### config.mk
export PLATFORM = sky130hd
export DESIGN_NAME = mod11_divider
export DESIGN_NICKNAME = d
export VERILOG_FILES = /design/src/rtl/mod11_pkg.sv /design/src/rtl/mod11_cnt_core.sv /design/src/rtl/mod11_term_detect.sv /design/src/rtl/mod11_pulse_reg.sv /design/src/rtl/mod11_divider.sv
export SDC_FILE = /design/constraint.sdc
export NUM_CORES = 1
export LEC_CHECK = 0
export ABC_CLOCK_PERIOD_IN_PS = 3000
export BUFFER_PORTS_ARGS = -buffer_cell sky130_fd_sc_hd__buf_2
export CAP_MARGIN = 20
export CELL_PAD_IN_SITES_DETAIL_PLACEMENT = 0
export CELL_PAD_IN_SITES_GLOBAL_PLACEMENT = 2
export CORE_AREA = 2 2 39 41
export CTS_CLUSTER_DIAMETER = 30
export DETAILED_ROUTE_END_ITERATION = 10
export DIE_AREA = 0 0 41 43
export PLACE_DENSITY_LB_ADDON = 0.1
export SLEW_MARGIN = 15
export SYNTH_ARGS = -nofsm -noshare
export SYNTH_HDL_FRONTEND = slang
export SYNTH_SLANG_ARGS = --single-unit
### constraint.sdc
create_clock -name clk -period 3 [get_ports clk]
set_input_delay 0.45 -clock clk [delete_from_list [all_inputs] [get_ports clk]]
set_output_delay 0.45 -clock clk [all_outputs]
set_load 0.05 [all_outputs]
### src/rtl/mod11_pkg.sv
package mod11_pkg;

   typedef enum logic {
      WRAP_PRESET = 1'b0,
      WRAP_CLEAR  = 1'b1
   } wrap_mode_e;

   // True when no value below term shares all of term's one-bits,
   // so a masked compare identifies term uniquely in 0..term.
   function automatic bit sparse_ok(input int term);
      for (int v = 0; v < term; v++) begin
         if ((v & term) == term) return 1'b0;
      end
      return 1'b1;
   endfunction

endpackage

### src/rtl/mod11_cnt_core.sv
module mod11_cnt_core #(
   parameter int W = 4
) (
   input  logic         clk,
   input  logic         rst,
   input  logic         clr,
   input  logic         ld,
   input  logic         enp,
   input  logic         ent,
   input  logic [W-1:0] din,
   output logic [W-1:0] q,
   output logic         rco
);

   if (W < 2) begin : g_bad_width
      $error("mod11_cnt_core: W must be at least 2");
   end

   always_ff @(posedge clk or posedge rst) begin
      if (rst)             q <= '0;
      else if (clr)        q <= '0;
      else if (ld)         q <= din;
      else if (enp && ent) q <= q + 1'b1;
   end

   assign rco = ent & (&q);

   assert_clr_wins_R2: assert property (@(posedge clk) disable iff (rst)
      clr |=> (q == '0));
   assert_load_R5: assert property (@(posedge clk) disable iff (rst)
      (!clr && ld) |=> (q == $past(din)));
   assert_inc_R3: assert property (@(posedge clk) disable iff (rst)
      (!clr && !ld && enp && ent) |=> (q == $past(q) + 1'b1));
   assert_hold_R3: assert property (@(posedge clk) disable iff (rst)
      (!clr && !ld && !(enp && ent)) |=> $stable(q));

endmodule

### src/rtl/mod11_term_detect.sv
module mod11_term_detect
   import mod11_pkg::*;
#(
   parameter int W        = 4,
   parameter int TERM_VAL = 10,
   parameter bit SPARSE   = 1'b1
) (
   input  logic [W-1:0] q,
   input  wrap_mode_e   mode,
   output logic         at_term
);

   localparam logic [W-1:0] TERM_V = W'(TERM_VAL);

   logic top_hit;
   logic clr_hit;

   assign top_hit = &q;

   if (SPARSE) begin : g_masked
      if (!sparse_ok(TERM_VAL)) begin : g_bad_mask
         $error("mod11_term_detect: masked decode is ambiguous for TERM_VAL");
      end
      assign clr_hit = ((q & TERM_V) == TERM_V);
   end else begin : g_full
      assign clr_hit = (q == TERM_V);
   end

   assign at_term = (mode == WRAP_CLEAR) ? clr_hit : top_hit;

endmodule

### src/rtl/mod11_pulse_reg.sv
module mod11_pulse_reg (
   input  logic clk,
   input  logic rst,
   input  logic clr,
   input  logic en,
   input  logic d,
   output logic q
);

   always_ff @(posedge clk or posedge rst) begin
      if (rst)     q <= 1'b0;
      else if (clr) q <= 1'b0;
      else if (en)  q <= d;
   end

   assert_delay_R8: assert property (@(posedge clk) disable iff (rst)
      (!clr && en) |=> (q == $past(d)));
   assert_freeze_R3: assert property (@(posedge clk) disable iff (rst)
      (!clr && !en) |=> $stable(q));
   assert_clr_R2: assert property (@(posedge clk) disable iff (rst)
      clr |=> !q);

endmodule

### src/rtl/mod11_divider.sv
module mod11_divider
   import mod11_pkg::*;
#(
   parameter int W          = 4,
   parameter int PRESET_VAL = 5,
   parameter int TERM_VAL   = 10,
   parameter bit SPARSE     = 1'b1
) (
   input  logic         clk,
   input  logic         rst,
   input  logic         mode,
   input  logic         clr,
   input  logic         enp,
   input  logic         ent,
   output logic [W-1:0] count,
   output logic         rco,
   output logic         term,
   output logic         term_q
);

   localparam int TOP_VAL      = (1 << W) - 1;
   localparam int RATIO_PRESET = TOP_VAL - PRESET_VAL + 1;
   localparam int RATIO_CLEAR  = TERM_VAL + 1;
   localparam logic [W-1:0] PRESET_V = W'(PRESET_VAL);

   if (RATIO_PRESET != RATIO_CLEAR) begin : g_bad_ratio
      $error("mod11_divider: both wrap modes must give the same ratio");
   end
   if (TERM_VAL >= TOP_VAL || PRESET_VAL <= 0) begin : g_bad_range
      $error("mod11_divider: terminal or preset value out of range");
   end

   wrap_mode_e wmode;
   logic       en_both;
   logic       at_term;
   logic       core_clr;
   logic       core_ld;

   assign wmode   = wrap_mode_e'(mode);
   assign en_both = enp & ent;
   assign term    = at_term & en_both;

   // Clear mode wraps through the clear path, preset mode through the load path.
   assign core_clr = clr | (term & (wmode == WRAP_CLEAR));
   assign core_ld  = term & (wmode == WRAP_PRESET);

   mod11_term_detect #(
      .W        (W),
      .TERM_VAL (TERM_VAL),
      .SPARSE   (SPARSE)
   ) u_det (
      .q       (count),
      .mode    (wmode),
      .at_term (at_term)
   );

   mod11_cnt_core #(
      .W (W)
   ) u_core (
      .clk (clk),
      .rst (rst),
      .clr (core_clr),
      .ld  (core_ld),
      .enp (enp),
      .ent (ent),
      .din (PRESET_V),
      .q   (count),
      .rco (rco)
   );

   mod11_pulse_reg u_preg (
      .clk (clk),
      .rst (rst),
      .clr (clr),
      .en  (en_both),
      .d   (term),
      .q   (term_q)
   );

   assert_preset_wrap_R5: assert property (@(posedge clk) disable iff (rst)
      (!clr && !mode && en_both && count == W'(TOP_VAL)) |=> (count == PRESET_V));
   assert_clear_wrap_R6: assert property (@(posedge clk) disable iff (rst)
      (!clr && mode && en_both && count == W'(TERM_VAL)) |=> (count == '0));
   assert_reset_state_R1: assert property (@(posedge clk)
      rst |-> (count == '0 && !term_q));

endmodule

* Word level (Yosys, flattened, before mapping)
Index checks and enable logic that the tools add are counted.
** Cells by class
- Mux-type cells :: 6
- Bitwise logic cells :: 7
- Reductions and logical operators :: 4
- Equal/unequal tests :: 1
- Add/subtract/negate cells :: 1
** Operators with widths (count)
- $mux 4 :: 3
- $and 1x1->1 :: 5
- $add 4x1->4 const B :: 1
- $reduce_and 4->1 :: 1
- $mux 1 :: 3
- $reduce_bool 3->1 :: 1
- $eq 2x2->1 const B :: 1
- $reduce_bool 2->1 :: 1
- $logic_and 1x1->1 :: 1
- $not 1->1 :: 1
- $or 1x1->1 :: 1
** Storage, ports and cells
- Output and inout port bits :: 7
- Register bits after elaboration :: 5
- Input bits :: 6
- Word-level logic and storage cells :: 21

* Longest topological paths before layout
Gate-level depths: netlist (run 1).
- Depth after elaboration :: 6
- Gate-level depth with buffers :: 4
- Gate-level depth less buffers :: 4

* Modules after synthesis
A second synthesis (run 1) with hierarchy kept.
** Unflattened totals
- Cell total of the unflattened synthesis :: 38
- Area, all modules :: 329.1 um^2
** Modules (own cells, without submodules)
- mod11_cnt_core :: times used 1, area each 231.5 um^2, seq. area each 100.1 um^2, cells each 25
- mod11_divider :: times used 1, area each 42.5 um^2, seq. area each 0.0 um^2, cells each 6
- mod11_pulse_reg :: times used 1, area each 42.5 um^2, seq. area each 25.0 um^2, cells each 4
- mod11_term_detect :: times used 1, area each 12.5 um^2, seq. area each 0.0 um^2, cells each 3

* Worst setup path after synthesis (run 1)
OpenSTA, ideal clock, no wires.
- Kind :: flip-flop to output port
- Start point :: register u_core.q[1]
- End point :: output port term
- Arrival :: 1.589 ns
- Path buffers :: 0
- Slack :: 0.961 ns
- Data required time :: 2.550 ns
- Stages on the path, launching flop included :: 5
- Cells stage by stage :: dfrtp_1 ha_1 and3b_1 o2111ai_1 inv_1
** Between the ends
- Word-level cells in the longest chain between the ends :: 3
** RTL lines
- start: declaration :: line mod11_cnt_core.sv:11 : output logic [W-1:0] q,
- start signal: assignment :: line mod11_cnt_core.sv:22 : else if (ld) q <= din;
- start signal: assignment :: line mod11_cnt_core.sv:23 : else if (enp && ent) q <= q + 1'b1;
- $reduce_and 4->1 / $eq 2x2->1 (equally long branches) :: line mod11_term_detect.sv:18, mod11_term_detect.sv:24
- $mux 1 (*) :: line mod11_term_detect.sv:29 : assign at_term = (mode == WRAP_CLEAR) ? clr_hit : top_hit;
- $and 1x1->1 (*) :: line mod11_divider.sv:41 : assign term = at_term & en_both;
- end: declaration :: line mod11_divider.sv:17 : output logic term,
Mark *: on every way between the ends. The rest lies on a longest branch, timed or not.

* Final worst setup path (run 1)
Ends and elaborated chain as after synthesis.

==> metrics.md, run 1 <==
| Metric | Value |
|---|---|
| First DRT Iteration DRCs | `2` |
| Antenna diode count | `0` |
| Required time worst endpoint | `around 2.6 ns` |
| CP max stage cell | `dfrtp_1` |
| CTS root buffer | `clkbuf_4` |
| Crit-path cells | `ha_1, and3b_1, o2111ai_1, inv_1, buf_2` |
| Via/cell ratio | `5.20` |
| Clock tree buffer depth | `2` |
| Mapped Area | `approximately 320 um^2` |
| CP Buf/Inv Count | `2` |
| Detail Placement HPWL | `~720 um` |
| Area growth syn-to-layout | `33.2%` |
| CTS Buf Count | `3` |
| R2r worst-path depth | `4` |
| Seq cells post-synth | `5` |
| Fin crit period | `approximately 2.0 ns` |
| Cell area after layout | `427 um^2` |
| Final setup vio count | `0` |
| Max Freq | `492 MHz` |
| Initial antenna violation count | `0` |
| Layout cell share with drive strength beyond 1 | `a little over a third` |
| CP delay by family, top | `flip-flops` |
| Routability cong. | `between 0.7 and 0.8` |
| CP Launch Type | `flip-flop` |
| Post-synth cell types | `21` |
| IO Count | `13` |
| TritonCTS sink count | `5` |
| PD cells | `~410 nW/um^2` |
| Vias in the first global route | `about 330` |
| Worst-skew pair later-pin latency | `~0.24 ns` |
| Top-area cell type share of the netlist area | `slightly below 40%` |
| Syn avg cell area | `around 9.4 um^2` |
| Post-DRT Antenna Nets | `0` |
| Total negative setup slack | `0 ns` |
| 1st-pass router iterations | `4` |
| Placed cell count | `between 60 and 70` |
| # DRC | `0` |
| Fin cells | `66` |
| Pin count of the biggest net entering global routing | `9` |
| Chip Width | `slightly above 40 um` |
| Worst EP arrival | `1.58 ns` |
| Mapped Cells | `34` |
| Pre-CTS setup slack | `roughly 1.2 ns` |
| CTS tree | `done` |
| Global-route wire length before repair | `between 1 and 1.5 mm` |
| Routed Wire Length | `about 890 um` |
| Post-layout nets | `58` |
| Fin. Hold Viols | `0` |
| Worst setup margin | `0.967 ns` |
| Area leader, netlist | `dfrtp_1` |
| CTS clk-pin slew, worst paths | `0.04 ns` |
| Synth area leaders | `dfrtp_1, a22o_1, and3b_1, a21oi_1, inv_1` |
| Die ar. | `roughly 1800 um^2` |
| Rows | `14` |
| Status | `completed` |
| Tot GR Track Use | `roughly an eighth` |
| Final clock skew | `0.00145 ns` |
| Worst Tran Pin Value | `0.413 ns` |
| Post-CTS sizing | `0` |
| Post-synthesis xor/xnor area fraction | `0%` |
| Simple-gate share of the synthesized area | `25.8%` |
| Yosys warnings | `0` |
| Slew margin rel. | `between 70% and 80%` |
| HP Class | `input pin to asynchronous set/reset pin` |
| Placed Area | `between 400 and 500 um^2` |
| WL/cell | `roughly 14 um` |
| Max incr delay on CP | `about 0.43 ns` |
| Vias post-DR | `approximately 340` |
| Critical path startpoint | `u_core.q[1]` |
| H-tree depth | `1` |
| Core box area | `between 1000 and 1500 um^2` |
| Initial Util | `between 20 and 25%` |
| RSZ-0062 raised after global routing | `no` |
| Crit. End Element | `primary output` |
| Worst setup path class | `flip-flop to primary output` |
| Peak VDD IR | `around 210 uV` |
| Sequential element share of the synthesized area | `39.1%` |
| Period utilisation layout | `about two thirds` |
| GRT overflow | `0` |
| Number of setup buffers added after CTS | `0` |
| CTS Hold Buffers Added | `0` |
| R2R Path End | `u_core.q[3]` |
| WP depth | `5` |
| Crit-path max FO | `7` |
| Pleak | `0.237 nW` |
| Critical Path Sink | `term` |
| Largest family of logic cells by synthesized area | `compound AO/OA/AOI/OAI gates` |
| Post-synthesis mux area share | `0%` |
| Post-layout power | `175 uW` |
| Synth Area in Compound Gates | `a little over a quarter` |
| Reg2Reg Setup Slack | `1.41 ns` |
| Max-Cap Viols | `0` |
| PortBufs | `12` |
| Fin. max-slew vios | `0` |
| Adder-Cell Fraction of Synth Area | `a little under 4%` |
| Post-synthesis net count | `41` |
| DIE HEIGHT | `approximately 43 um` |
| R2R Path Start | `u_core.q[1]` |
-- how the worst min path moves through the flow --
stage,startpoint,cells after the start,to,slack (ns)
floorplan,rst,1,u_core.q[0],0.23
global placement,rst,2,u_core.q[0],0.35
detailed placement,rst,2,u_core.q[0],0.36
CTS,rst,2,u_core.q[0],0.09
global route,rst,2,u_core.q[2],0.12
finish,rst,2,u_core.q[0],0.1
-- state kept, by name, indices dropped and copies added, names as in the netlist --
name / count
u_core.q: 4
u_preg.q: 1
-- cell usage in the layout (no fill, tap or decap), drive strengths merged --
master	n
and2	1
and3	2
o2111ai	1
o22ai	1
or4b	1
and4	1
buf	12
inv	4
dfrtp	5
nand3	1
a31oi	1
nand2	2
and3b	2
a21oi	3
a31o	1
clkbuf	4
nand4b	1
o21a	1
o21ai	1
nor3	1
a22o	3
ha	1
-- logic make-up after synthesis --
family                   count (synthesis)
AND/OR/NAND/NOR                         12
buffers and inverters                    4
adder cells (fa/ha/maj)                  1
flip-flops                               5
AO/OA/AOI/OAI                           12
-- area by class of cell --
type | count | area, um^2
Inverter | 4 | 15.0
Fill cell | 174 | 957
Clock buffer | 4 | 26.3
Tap cell | 16 | 20.0
Multi-Input combinational cell | 25 | 180
Sequential cell | 5 | 125
Timing Repair Buffer | 12 | 60.1
-- per-stage QoR --
| step | utilization [%] | hold WS, ns |
|---|---|---|
| final | 30.8 | 0.0976 |
| after global placement | 28.9 | 0.347 |
| after CTS | 30.8 | 0.0949 |
| after floorplan | - | 0.229 |
| after detailed placement | 28.9 | 0.362 |
| after global routing | 30.8 | 0.117 |
-- cells in the mapped netlist --
cell type and instances:
dfrtp_1 5, inv_1 4, a21oi_1 3, a22o_1 2, and3_1 2, and3b_1 2, nand2_1 2, a22o_2 1
a31o_2 1, a31oi_1 1, and2_1 1, and4_2 1, ha_1 1, nand3_1 1, nand4b_1 1, nor3_1 1
o2111ai_1 1, o21a_1 1, o21ai_0 1, o22ai_1 1, or4b_1 1
-- power breakdown --
| part | leakage (nW) | total (mW) | internal, mW | switching, mW |
|---|---|---|---|---|
| clock | 0.0150 | 0.0794 | 0.0504 | 0.0290 |
| combinational | 0.153 | 0.0245 | 0.00892 | 0.0156 |
| sequential | 0.0691 | 0.0711 | 0.0692 | 0.00194 |
-- routing by layer --
| layer | part of all wire, % | vias to the layer above | GRT usage (%) |
|---|---|---|---|
| li1 | - | 162 | - |
| met1 | 43 | 165 | 15.6 |
| met2 | 48 | 16 | 18.4 |
| met3 | 8.4 | 0 | 6.81 |
| met4 | 0 | 0 | 6.00 |
| met5 | 0 | - | 0 |
No activity file was read; power rests on OpenSTA's default activity.
==> run 2: changes to the inputs <==
Settings changed: ABC_CLOCK_PERIOD_IN_PS 3000 to 2000, CORE_AREA 2 2 39 41 to default, CORE_UTILIZATION from default to 24, DIE_AREA 0 0 41 43 to default.
Clock period 3 ns to 2 ns, I/O delays scaled along.
==> run 2 against run 1 <==
Compared with the run above:
- die area down 16%
- via count down 4.7%
- flip-flop and latch count unchanged
- first-iteration DRC count rose to 5.0 times the previous value
- clock skew down 0.00090 ns
- sequential power up 50%
- total power up 47%
- final cell count down 1.5%
- setup slack worse by 0.86 ns
- critical path depth unchanged
- non-clock buffer count up 1
- critical endpoint unchanged
- sequential share of layout area down 0.30 points
==> metrics.md, run 2 (synthesis gave the netlist of run 1 again) <==
| Metric | Value |
|---|---|
| TritonCTS sink count | `5 (unchanged)` |
| Via/cell ratio | `5.03 (-3.2%)` |
| Worst setup path class | `flip-flop to primary output` |
| Tot GR Track Use | `13.5% (+0.49 points)` |
| Post-DRT Antenna Nets | `0 (unchanged)` |
| IO Count | `13 (unchanged)` |
| Chip Width | `38.5 um (-6.0%)` |
| Detail Placement HPWL | `645 um (-11%)` |
| Vias in the first global route | `304 (-8.2%)` |
| 1st-pass router iterations | `4 (unchanged)` |
| CP Buf/Inv Count | `2 (unchanged)` |
| Core box area | `1170 um^2 (-15%)` |
| Routed Wire Length | `772 um (-13%)` |
| Clock tree buffer depth | `2 (unchanged)` |
| Internal | `194 uW (+51%)` |
| HP Class | `input pin to flip-flop` |
| Seq. cell area | `126 um^2 (+1.0%)` |
| Hold_ws | `0.257 ns (+0.160 ns)` |
| Hold path endpoint | `u_preg.q` |
| Initial antenna violation count | `0 (unchanged)` |
| WL/cell | `11.9 um (-12%)` |
| Clk pwr share | `43.6% (-1.8 points)` |
| Fin crit period | `around 1.9 ns` |
| Final clock skew | `0.000548 ns (-0.000902 ns)` |
| Post-layout nets | `59 (+1.7%)` |
| DIE HEIGHT | `38.5 um (-10%)` |
| # DRC | `0 (unchanged)` |
| Area growth syn-to-layout | `35.9%` |
| Antenna diode count | `0 (unchanged)` |
| Global-route wire length before repair | `1.30 mm (-13%)` |
| R2R Path Start | `u_core.q[1]` |
| RSZ-0062 raised after global routing | `no` |
| Placed Area | `398 um^2 (-0.62%)` |
| Period utilisation layout | `between 90% and 100%` |
| CP Launch Type | `flip-flop` |
| Die ar. | `1480 um^2 (-16%)` |
| CTS root buffer | `clkbuf_4` |
| Reg2Reg Setup Slack | `0.45 ns (-0.96 ns)` |
| Fin. max-slew vios | `0 (unchanged)` |
| Max incr delay on CP | `0.43 ns (about the same)` |
| Crit. End Element | `primary output` |
| Number of setup buffers added after CTS | `0 (unchanged)` |
| Worst Tran Pin Value | `0.380 ns (-0.0326 ns)` |
| Top reg by flops | `u_core.q` |
| Pin count of the biggest net entering global routing | `9 (unchanged)` |
| First DRT Iteration DRCs | `10 (+8)` |
| CTS clk-pin slew, worst paths | `0.04 ns (about the same)` |
| Hold path startpoint | `clr` |
| Worst Hold Depth | `2` |
| Worst setup margin | `0.104 ns (-0.863 ns)` |
| Max FFs per register | `4 (unchanged)` |
| Placed cell count | `60 (-3.2%)` |
| Crit-path max FO | `7 (unchanged)` |
| Layout cell share with drive strength beyond 1 | `37.3% (+1.3 points)` |
| CTS tree | `done` |
| Area occupied by multi-input gates | `180 um^2 (unchanged)` |
| Pre-CTS setup slack | `0.342 ns (-0.869 ns)` |
| Worst EP arrival | `1.60 ns (+0.02 ns)` |
| Rows | `12 (-2)` |
| CTS Buf Count | `3 (unchanged)` |
| Most common cell after layout, fill and taps aside | `buf_2` |
| Slew margin rel. | `74.4% (+2.2 points)` |
| R2r worst-path depth | `4 (unchanged)` |
| PortBufs | `12 (unchanged)` |
| PD cells | `589 nW/um^2 (+44%)` |
| Fin cells | `65 (-1.5%)` |
| WP depth | `5 (unchanged)` |
| Switching share of power | `24.5% (-2.1 points)` |
| Sequential share of power | `41.7% (+1.1 points)` |
| H-tree depth | `1 (unchanged)` |
| Vias post-DR | `327 (-4.7%)` |
| GRT overflow | `0 (unchanged)` |
| Routability cong. | `0.818 (+9.9%)` |
| CP delay by family, top | `flip-flops` |
| CP max stage cell | `dfrtp_2` |
| Fin. Hold Viols | `0 (unchanged)` |
| R2R Path End | `u_core.q[3]` |
| Initial Util | `27.4% (+4.2 points)` |
| Filler cell count | `127 (-27%)` |
| Worst-skew pair later-pin latency | `0.23 ns (about the same)` |
| Max-Cap Viols | `0 (unchanged)` |
| Status | `completed` |
| Crit-path cells | `ha_1, and3b_1, o2111ai_1, inv_1, buf_2` |
| Peak VDD IR | `167 uV (-21%)` |
| Top Registers | `u_core.q x4, u_preg.q x1` |
| Total negative setup slack | `0 ns (unchanged)` |
| Psw | `62.8 uW (+35%)` |
| Most frequent cells in the layout | `buf_2, inv_1, dfrtp_1` |
| Final setup vio count | `0 (unchanged)` |
| Required time worst endpoint | `1.70 ns (-0.85 ns)` |
| Max Freq | `527 MHz` |
| Cell area after layout | `435 um^2 (+2.1%)` |
| Pleak | `0.240 nW (+1.1%)` |
| Combinational share of power | `14.7% (+0.7 points)` |
-- run 2: routing by layer --
layer	GRT usage [%]	vias to the layer above	routed length, um
met5	0	-	0
met4	7.76	0	0
met3	5.23	0	66
met2	21.3	14	368
met1	15.2	144	336
li1	-	169	-
-- run 2: worst max path at each step --
stage            to         from  slack [ns]
2_1_floorplan  term  u_core.q[1]        0.11
3_3_place_gp   term  u_core.q[1]        0.38
3_5_place_dp   term  u_core.q[1]        0.34
4_1_cts        term  u_core.q[1]        0.08
5_1_grt        term  u_core.q[1]        0.01
6_report       term  u_core.q[1]        0.10
-- run 2: power groups by stage --
stage / logic, mW / clock network, mW / registers [mW]
after floorplan: 0.0150 / 0 / 0.115
after global placement: 0.0356 / 0 / 0.108
after detailed placement: 0.0362 / 0 / 0.108
after CTS: 0.0378 / 0.115 / 0.107
after global routing: 0.0417 / 0.127 / 0.107
final: 0.0377 / 0.112 / 0.107
-- run 2: stage by stage --
step | util [%] | power, mW
final | 37.2 | 0.256
after global routing | 37.2 | 0.276
after CTS | 37.1 | 0.260
after detailed placement | 34.0 | 0.144
after global placement | 34.0 | 0.144
after floorplan | - | 0.130
-- run 2: repair_timing --
item	CTS	global route
hold buffers	1	0
setup endpoints to repair	0	1
hold endpoints to repair	5	0
resized for setup	0	1
-- run 2: layout make-up --
class,count,share of cell area (%)
flip-flops and latches,5,29.0
repair buffers,13,16.1
clock buffers,4,6.03
multi-input cells,25,41.4
well taps,14,4.02
inverters,4,3.45
==> run 3: changes to the inputs <==
Settings changed: CELL_PAD_IN_SITES_GLOBAL_PLACEMENT 2 to 1, CORE_AREA from default to 2 2 39 41, CORE_UTILIZATION 24 to default, DIE_AREA from default to 0 0 41 43.
==> run 3 against run 2 <==
Compared with the run above:
- highest routed layer unchanged
- setup slack improved by 0.038 ns
- critical endpoint unchanged
- final cell count increased by 3.1%
- hold slack improved by 0.0053 ns
- clock skew increased by 0.0015 ns
- non-clock buffer count unchanged
- register-to-register slack got worse by 0.03 ns
==> metrics.md, run 3 (synthesis gave the netlist of run 1 again) <==
| Metric | Value |
|---|---|
| Status | `completed` |
| PD cells | `581 nW/um^2 (-1.4%)` |
| Final Util | `32.0% (-5.2 points)` |
| Vias post-DR | `330 (+0.92%)` |
| Via/cell ratio | `4.93 (-2.1%)` |
| Pleak | `0.241 nW (+0.70%)` |
| CTS tree | `done` |
| DIE HEIGHT | `43 um (+12%)` |
| Worst EP arrival | `1.56 ns (-0.04 ns)` |
| First DRT Iteration DRCs | `3 (-7)` |
| Top reg by flops | `u_core.q` |
| Final setup vio count | `0 (unchanged)` |
| CP Launch Type | `flip-flop` |
| Crit-path max FO | `7 (unchanged)` |
| GRT overflow | `0 (unchanged)` |
| Fin crit period | `1.86 ns (-0.0382 ns)` |
| TritonCTS sink count | `5 (unchanged)` |
| Layout cell share with drive strength beyond 1 | `37.3% (unchanged)` |
| Max-Cap Viols | `0 (unchanged)` |
| HP Class | `input pin to flip-flop` |
| Pin count of the biggest net entering global routing | `9 (unchanged)` |
| Detail Placement HPWL | `622 um (-3.7%)` |
| Period utilisation layout | `92.9% (-1.9 points)` |
| Worst setup path class | `flip-flop to primary output` |
| Fin. max-slew vios | `0 (unchanged)` |
| CTS clk-pin slew, worst paths | `0.04 ns (about the same)` |
| Fin. Hold Viols | `0 (unchanged)` |
| Placed cell count | `62 (+3.3%)` |
| Final clock skew | `0.00206 ns (+0.00151 ns)` |
| RSZ-0062 raised after global routing | `no` |
| Core box area | `1380 um^2 (+18%)` |
| Placed Area | `400 um^2 (+0.63%)` |
| Cell area after layout | `443 um^2 (+1.7%)` |
| Hold_ws | `0.262 ns (+0.00526 ns)` |
| Slew margin rel. | `75.1% (+0.64 points)` |
| Clock tree buffer depth | `2 (unchanged)` |
| WL/cell | `12.3 um (+3.3%)` |
| Number of setup buffers added after CTS | `0 (unchanged)` |
| # DRC | `0 (unchanged)` |
| Routability cong. | `0.795 (-2.8%)` |
| Antenna diode count | `0 (unchanged)` |
| Worst-skew pair later-pin latency | `0.24 ns (about the same)` |
| Initial Util | `23.1% (-4.2 points)` |
| Post-layout nets | `59 (unchanged)` |
| Most frequent cells in the layout | `buf_2, dfrtp_1, inv_1` |
| Post-DRT Antenna Nets | `0 (unchanged)` |
| Max Freq | `538 MHz (+2.1%)` |
| Required time worst endpoint | `1.70 ns (about the same)` |
| CTS root buffer | `clkbuf_4` |
| Worst Tran Pin Value | `0.371 ns (-0.00955 ns)` |
| Total negative setup slack | `0 ns (unchanged)` |
| Fin cells | `67 (+3.1%)` |
| Max FFs per register | `4 (unchanged)` |
| Area growth syn-to-layout | `38.3%` |
| Initial antenna violation count | `0 (unchanged)` |
| PortBufs | `12 (unchanged)` |
| H-tree depth | `1 (unchanged)` |
| Routed Wire Length | `822 um (+6.5%)` |
| Global-route wire length before repair | `1.30 mm (+0.54%)` |
| CTS Buf Count | `3 (unchanged)` |
| Most common cell after layout, fill and taps aside | `buf_2` |
| IO Count | `13 (unchanged)` |
| Crit. End Element | `primary output` |
| Top Registers | `u_core.q x4, u_preg.q x1` |
| 1st-pass router iterations | `2 (-2)` |
| Rows | `14 (+2)` |
| Vias in the first global route | `328 (+7.9%)` |
| Chip Width | `41 um (+6.4%)` |
| Die ar. | `1760 um^2 (+19%)` |
| Tot GR Track Use | `11.3% (-2.2 points)` |
| Peak VDD IR | `404 uV (+140%)` |
run 3: cell counts in the layout (fill, tap and decap cells not counted):
Identical to the previous run, type by type.
run 3: final timing paths:
check / startpoint / to / slack [ns] / cells after the start
setup / recovery: u_core.q[1] / term / 0.14 / 5
hold / removal: clr / u_preg.q / 0.26 / 2
setup reg to reg: u_core.q[1] / u_core.q[3] / 0.42 / 4
hold reg to reg: u_preg.q / u_preg.q / 0.52 / 2
max in group asynchronous: rst / u_core.q[2] / 1.34 / 3
min in group asynchronous: rst / u_core.q[3] / 0.49 / 3
run 3: per-stage QoR:
stage          setup slack [ns]  total power, mW
2_1_floorplan             0.111            0.130
3_3_place_gp              0.358            0.144
3_5_place_dp              0.343            0.144
4_1_cts                  0.0740            0.266
5_1_grt                  0.0349            0.280
6_report                  0.142            0.257
run 3: where the power goes:
group	internal, mW	switching [mW]
Combinational	0.0146	0.0231
Clock	0.0752	0.0377
Sequential	0.104	0.00300
Total	0.194	0.0637
run 3: routing by layer:
layer | vias to the layer above | wire length (um) | track usage (%)
met5 | - | 0 | 0
met4 | 0 | 0 | 2.00
met3 | 0 | 78 | 8.38
met2 | 11 | 348 | 14.7
met1 | 153 | 395 | 15.2
li1 | 166 | - | -
run 3: what timing repair did:
action                     4_1_cts  5_1_grt
hold buffers                     1        0
resized for setup                0        1
setup endpoints to repair        0        1
hold endpoints to repair         5        0
run 3: critical path: stages, from the launching register on:
cell	delay (ns)
dfrtp_1	0.43
ha_1	0.24
and3b_1	0.19
o2111ai_2	0.19
inv_1	0.05
buf_2	0.21
run 3: layout make-up:
cell class	count	area (um^2)
multi-input combinational	25	186
inverter	4	15.0
tap	16	20.0
clock buffer	4	26.3
timing repair buffer	13	70.1
fill	159	941
sequential	5	125
